### config.mk
export PLATFORM = sky130hd
export DESIGN_NAME = evtStatusUnit
export DESIGN_NICKNAME = d
export VERILOG_FILES = /design/src/rtl/evtPkg.sv /design/src/rtl/evtCtrl.sv /design/src/rtl/pinEdgeSync.sv /design/src/rtl/evtDatapath.sv /design/src/rtl/evtStatusUnit.sv
export SDC_FILE = /design/constraint.sdc
export NUM_CORES = 1
export LEC_CHECK = 0
export ABC_CLOCK_PERIOD_IN_PS = 1600
export BUFFER_PORTS_ARGS = -buffer_cell sky130_fd_sc_hd__buf_2
export CAP_MARGIN = 10
export CELL_PAD_IN_SITES_DETAIL_PLACEMENT = 0
export CELL_PAD_IN_SITES_GLOBAL_PLACEMENT = 1
export CORE_MARGIN = 4
export CORE_UTILIZATION = 40
export DETAILED_ROUTE_END_ITERATION = 8
export PLACE_DENSITY = 0.8
export SYNTH_ARGS = -nofsm -noshare
export SYNTH_HDL_FRONTEND = slang
export SYNTH_HIERARCHICAL = 1
export SYNTH_SLANG_ARGS = --single-unit
### constraint.sdc
create_clock -name clk -period 1.6 [get_ports clk]
set_input_delay 0.16 -clock clk [delete_from_list [all_inputs] [get_ports clk]]
set_output_delay 0.16 -clock clk [all_outputs]
set_load 0.005 [all_outputs]
### src/rtl/evtPkg.sv
package evtPkg;
  localparam logic [1:0] ADDR_STATUS = 2'd0;
  localparam logic [1:0] ADDR_MASK   = 2'd1;
  localparam logic [1:0] ADDR_ALARM  = 2'd2;
  localparam logic [1:0] ADDR_CTRL   = 2'd3;

  typedef struct packed {
    logic       rdAny;
    logic [1:0] rdAddr;
    logic       statusRd;
    logic       maskWr;
    logic       alarmWr;
    logic       ctrlWr;
  } strobeT;
endpackage

### src/rtl/evtCtrl.sv
module evtCtrl
  import evtPkg::*;
(
  input  logic       wrEn,
  input  logic       rdEn,
  input  logic [1:0] addr,
  output strobeT     strb
);
  always_comb begin
    strb          = '0;
    strb.rdAny    = rdEn;
    strb.rdAddr   = addr;
    strb.statusRd = rdEn && (addr == ADDR_STATUS);
    strb.maskWr   = wrEn && (addr == ADDR_MASK);
    strb.alarmWr  = wrEn && (addr == ADDR_ALARM);
    strb.ctrlWr   = wrEn && (addr == ADDR_CTRL);
  end
endmodule

### src/rtl/pinEdgeSync.sv
module pinEdgeSync (
  input  logic clk,
  input  logic rstN,
  input  logic pinRaw,
  output logic riseEvt,
  output logic fallEvt
);
  logic syncA, syncB, prevQ;

  always_ff @(posedge clk or negedge rstN) begin
    if (!rstN) begin
      syncA <= 1'b0;
      syncB <= 1'b0;
      prevQ <= 1'b0;
    end else begin
      syncA <= pinRaw;
      syncB <= syncA;
      prevQ <= syncB;
    end
  end

  assign riseEvt = syncB & ~prevQ;
  assign fallEvt = ~syncB & prevQ;
endmodule

### src/rtl/evtDatapath.sv
module evtDatapath
  import evtPkg::*;
#(
  parameter int NUM_PINS = 4,
  parameter int SEC_W    = 20,
  parameter int DATA_W   = 32,
  localparam int FLAG_W  = 2 + 2 * NUM_PINS
) (
  input  logic                clk,
  input  logic                rstN,
  input  strobeT              strb,
  input  logic [DATA_W-1:0]   wrData,
  input  logic [NUM_PINS-1:0] pinIn,
  input  logic [SEC_W-1:0]    secCount,
  input  logic                readyEvt,
  output logic [DATA_W-1:0]   rdData,
  output logic                irqOut
);
  localparam logic [FLAG_W-1:0] MASK_RESET = {{(FLAG_W-2){1'b1}}, 2'b01};

  logic [FLAG_W-1:0]   flagQ, maskQ, setVec, flagNext;
  logic [NUM_PINS-1:0] riseVec, fallVec;
  logic [SEC_W-1:0]    alarmSecQ;
  logic                alarmEnQ, matchPrevQ, matchNow, alarmHit, alarmOff;
  logic                unusedWr;

  assign unusedWr = ^wrData[DATA_W-1:SEC_W];

  for (genvar g = 0; g < NUM_PINS; g++) begin : gPin
    pinEdgeSync uSync (
      .clk    (clk),
      .rstN   (rstN),
      .pinRaw (pinIn[g]),
      .riseEvt(riseVec[g]),
      .fallEvt(fallVec[g])
    );
  end

  assign matchNow = alarmEnQ && (alarmSecQ == secCount);
  assign alarmHit = matchNow && !matchPrevQ;
  assign alarmOff = strb.ctrlWr && !wrData[0];
  assign setVec   = {fallVec, riseVec, readyEvt, alarmHit};

  always_comb begin
    flagNext = flagQ;
    if (strb.statusRd) flagNext = '0;
    if (alarmOff)      flagNext[0] = 1'b0;
    flagNext = flagNext | setVec;
  end

  always_ff @(posedge clk or negedge rstN) begin
    if (!rstN) begin
      flagQ      <= '0;
      maskQ      <= MASK_RESET;
      alarmSecQ  <= '0;
      alarmEnQ   <= 1'b0;
      matchPrevQ <= 1'b0;
      rdData     <= '0;
    end else begin
      flagQ      <= flagNext;
      matchPrevQ <= matchNow;
      if (strb.maskWr)  maskQ     <= wrData[FLAG_W-1:0];
      if (strb.alarmWr) alarmSecQ <= wrData[SEC_W-1:0];
      if (strb.ctrlWr)  alarmEnQ  <= wrData[0];
      if (strb.rdAny) begin
        unique case (strb.rdAddr)
          ADDR_STATUS: rdData <= DATA_W'(flagQ);
          ADDR_MASK:   rdData <= DATA_W'(maskQ);
          ADDR_ALARM:  rdData <= DATA_W'(alarmSecQ);
          default:     rdData <= DATA_W'(alarmEnQ);
        endcase
      end
    end
  end

  assign irqOut = |(flagQ & ~maskQ);

  AST_ALARM_SET: assert property (@(posedge clk) disable iff (!rstN)
    alarmHit |=> flagQ[0]);
  AST_ALARM_OFF: assert property (@(posedge clk) disable iff (!rstN)
    (alarmOff && !alarmHit) |=> !flagQ[0]);
  AST_FLAG_STICKY: assert property (@(posedge clk) disable iff (!rstN)
    (!strb.statusRd && !alarmOff) |=> ((flagQ & $past(flagQ)) == $past(flagQ)));
  AST_READ_CLEAR: assert property (@(posedge clk) disable iff (!rstN)
    (strb.statusRd && setVec == '0) |=> (flagQ == '0));
  AST_EVENT_WINS: assert property (@(posedge clk) disable iff (!rstN)
    (setVec != '0) |=> ((flagQ & $past(setVec)) == $past(setVec)));
endmodule

### src/rtl/evtStatusUnit.sv
module evtStatusUnit
  import evtPkg::*;
#(
  parameter int NUM_PINS = 4,
  parameter int SEC_W    = 20,
  parameter int DATA_W   = 32
) (
  input  logic                clk,
  input  logic                rstN,
  input  logic                wrEn,
  input  logic                rdEn,
  input  logic [1:0]          addr,
  input  logic [DATA_W-1:0]   wrData,
  output logic [DATA_W-1:0]   rdData,
  input  logic [NUM_PINS-1:0] pinIn,
  input  logic [SEC_W-1:0]    secCount,
  input  logic                readyEvt,
  output logic                irqOut
);
  strobeT strb;

  evtCtrl uCtrl (
    .wrEn(wrEn),
    .rdEn(rdEn),
    .addr(addr),
    .strb(strb)
  );

  evtDatapath #(
    .NUM_PINS(NUM_PINS),
    .SEC_W   (SEC_W),
    .DATA_W  (DATA_W)
  ) uPath (
    .clk     (clk),
    .rstN    (rstN),
    .strb    (strb),
    .wrData  (wrData),
    .pinIn   (pinIn),
    .secCount(secCount),
    .readyEvt(readyEvt),
    .rdData  (rdData),
    .irqOut  (irqOut)
  );

  AST_IRQ_RESET: assert property (@(posedge clk) disable iff (!rstN)
    $rose(rstN) |-> !irqOut);
endmodule

==> results.py <==
metrics = {
    "setup_path": {
        "setup.worst_path.start": "uPath/maskQ[0]",
        "cp-start-kind": "flop",
        "reg2reg_from": "uPath/alarmSecQ[16]",
        "endpoint_kind": "primary output",
        "r2r_slack_ns": 0.08,
        "path_max_fanout": 2,
        "path_class": "flop to primary output",
        "cp.arrival_ns": 1.85,
        "required_ns": 1.44,
    },
    "die": {
        "die_h_um": 98.7,
        "start_util_pct": 41.9,
        "die_area_sq_um": 9730,
        "core-area_sq_um": 7850,
        "ios": 96,
        "die_width_um": 98.7,
        "rows": 32,
    },
    "detailed_routing": {
        "vias_per_cell": 4.76,
        "drcViolationCount": 0,
        "wl_per_cell_um": 14.7,
        "ant_nets": 0,
        "drt_wl_total_mm": 7.04,
        "vias": 2275,
        "dr.pass1.iters": 5,
        "drt_iter0_markers": 63,
    },
    "hold_path": {
        "min_from": "wrData[12]",
        "hp-class": "input port to flop",
    },
    "sta": {
        "timing.final.hold_violations": 0,
        "post-route-period-util_pct": 126,
        "max_freq_mhz": 497,
        "slew_viol_final": 0,
        "rsz0062_at_grt": "true",
        "setup-violations-final": 1,
        "setup_slack_ns": -0.413,
        "fin_crit_ns": 2.01,
        "finClkSkew_ns": 0.00771,
    },
    "pwr": {
        "pwr-share-comb_pct": 16.8,
        "p_switching_uw": 1240,
        "finalPower_uw": 4710,
        "p_sw_share_pct": 26.4,
        "leakagePower_uw": 0.00196,
        "p_clk_share_pct": 33.5,
        "p_per_area_nw_per_um2": 1140,
        "p_int_uw": 3470,
        "peakVddDrop_mv": 0.436,
        "pwr-share-seq_pct": 49.7,
    },
    "clocking": {
        "clk_latency_ns": 0.35,
        "clockBufferDepth": 2,
        "cts_sinks": 74,
        "cts_htree_levels": 3,
        "clk_pin_slew_ns": 0.08,
        "cts_buffers": 9,
        "cts_root_buffer": "clkbuf_8",
        "cts_tree": "yes",
    },
    "logic_synthesis": {
        "yosys_warnings": 6,
        "yosysTopAreaCell": "dfrtp_1",
        "synth_area_sq_um": 3290,
        "yosysSeqAreaShare_pct": 56.7,
        "synth-edff-count": 0,
        "postSynthAreaPerCell_sq_um": 11.7,
        "synth_area_leaders": "dfrtp_1 49%, mux2_2 10%, dfstp_2 7.2%, buf_4 3.4%, xnor2_1 3.2%",
        "async_reset_ff_share_pct": 100,
        "synth_flop_cell": "dfrtp_1",
        "yosys.area.top_type_share_pct": 49.5,
        "synth_seq_cells": 74,
        "synthDistinctLibCells": 34,
        "syn_inst": 282,
    },
    "cells_and_area": {
        "antenna_cells": 0,
        "final_nets": 434,
        "drive_gt1_share_pct": 42.0,
        "synthToLayoutAreaGrowth_pct": 25.6,
    },
    "global_routing": {
        "grt_overflow": 0,
        "grt_max_degree": 40,
        "grt_antenna_before_repair": 0,
        "grt_pass1_vias": 2372,
        "grt_pass1_wl_mm": 11.8,
        "grt.total_usage_pct": 15.3,
    },
    "run_status": {
        "failed_checks": "negative setup slack",
        "status": "finished, violations left",
    },
    "placement": {
        "io_buffer_count": 71,
        "dp_worst_setup_slack_ns": -0.156,
        "place_congestion": 0.765,
        "dp_hpwl_mm": 5.23,
    },
    "flow_run": {
        "maxCapViolations": 0,
    },
}
## routing by layer
layer	global-route usage, %	wire, um	vias up
met5	0	0	-
met4	4.73	89	0
met3	4.10	427	10
met2	24.4	3400	70
met1	20.5	3120	1093
li1	-	-	1102
## cell usage in the layout (no fill, tap or decap), drive strengths merged, types with 3 or more instances in the layout
cell / Yosys / routed
dfrtp: 65 / 65
dlygate4sd3: 0 / 6
conb: 1 / 12
a21oi: 18 / 18
mux2: 30 / 30
nand3: 11 / 11
dfstp: 9 / 9
nand2: 4 / 4
buf: 20 / 87
xor2: 8 / 8
and2b: 4 / 4
mux2i: 9 / 9
clkinv: 1 / 4
nor2: 19 / 19
a21o: 9 / 9
o21ai: 12 / 12
clkbuf: 6 / 9
xnor2: 12 / 12
o22ai: 3 / 3
inv: 21 / 21
nor2b: 5 / 5
## repair_timing
action,in CTS,in global routing
pin swaps,2,12
hold buffers,6,0
hold endpoints to repair,30,0
resized for setup,5,5
setup endpoints to repair,1,2
buffers inserted,0,3
## power by group through the flow
stage               sequential (uW)  combinational [uW]  clock [uW]
floorplan                      2330                 475           0
global placement               2360                 722           0
detailed placement             2380                 736           0
CTS                            2340                 762        1630
global route                   2380                 888        1700
finish                         2340                 790        1580
## state kept, by name (all words and copies together), names as in the netlist
| name | count |
|---|---|
| uPath/alarmEnQ | 1 |
| uPath/alarmSecQ | 20 |
| uPath/flagQ | 10 |
| uPath/gPin.uSync/prevQ | 4 |
| uPath/gPin.uSync/syncA | 4 |
| uPath/gPin.uSync/syncB | 4 |
| uPath/maskQ | 10 |
| uPath/matchPrevQ | 1 |
| uPath/rdData | 20 |
## area by class of cell
cell class	instances	area (sq um)
clock buffer	9	124
clock inverter	7	93.8
fill	723	3720
inverter	22	82.6
multi-input combinational	171	1280
sequential	74	1860
tap	102	128
timing repair buffer	93	557
## logic make-up after synthesis
kind of cell           synth area share, %
other                                0.114
flip-flops                            56.7
AO/OA/AOI/OAI                         8.30
AND/OR/NAND/NOR                       8.64
buffers and inverters                 7.27
multiplexers                          13.7
XOR/XNOR                              5.33
## synth_stat cells (2+ instances only)
library cell and number:
a21o_1 9, a21oi_1 18, and2b_2 4, and3b_1 2
buf_1 3, buf_2 2, buf_4 15, clkbuf_1 6
dfrtp_1 65, dfstp_2 9, inv_1 21, mux2_2 30
mux2i_1 9, nand2_1 4, nand3_1 11, nand4_1 2
nor2_1 19, nor2b_1 5, nor4_1 2, o21ai_0 12
o22ai_1 3, xnor2_1 12, xor2_1 8
## critical path, stage by stage, from the launching register on
cell and delay (ns):
dfstp_2 0.55, inv_2 0.04, a22oi_2 0.17, o221ai_2 0.11
or4_4 0.50, buf_6 0.13
## through the flow
| step | hold WS, ns | setup TNS [ns] | utilization [%] | instance area (sq um) | cells |
|---|---|---|---|---|---|
| 6_report | 0.0361 | -0.413 | 52.6 | 4130 | 478 |
| 5_1_grt | 0.0204 | -0.480 | 52.6 | 4130 | 478 |
| 4_1_cts | 0.0187 | -0.451 | 51.8 | 4070 | 475 |
| 3_5_place_dp | 0.126 | -0.156 | 48.0 | 3770 | 453 |
| 3_3_place_gp | 0.127 | -0.147 | 48.0 | 3770 | 453 |
| 2_1_floorplan | -0.136 | 0 | - | 3330 | 293 |
## path summary, 6_finish.rpt
path | end | cells past startpoint
worst max-delay path | irqOut | 5
worst min-delay path | uPath/alarmSecQ[12] | 2
worst max register to register | uPath/flagQ[0] | 4
worst min register to register | uPath/gPin[2].uSync/syncB | 0
max in group asynchronous | uPath/maskQ[9] | 3
min in group asynchronous | uPath/alarmSecQ[12] | 2
Note: power is estimated with default switching activity, not from simulation.
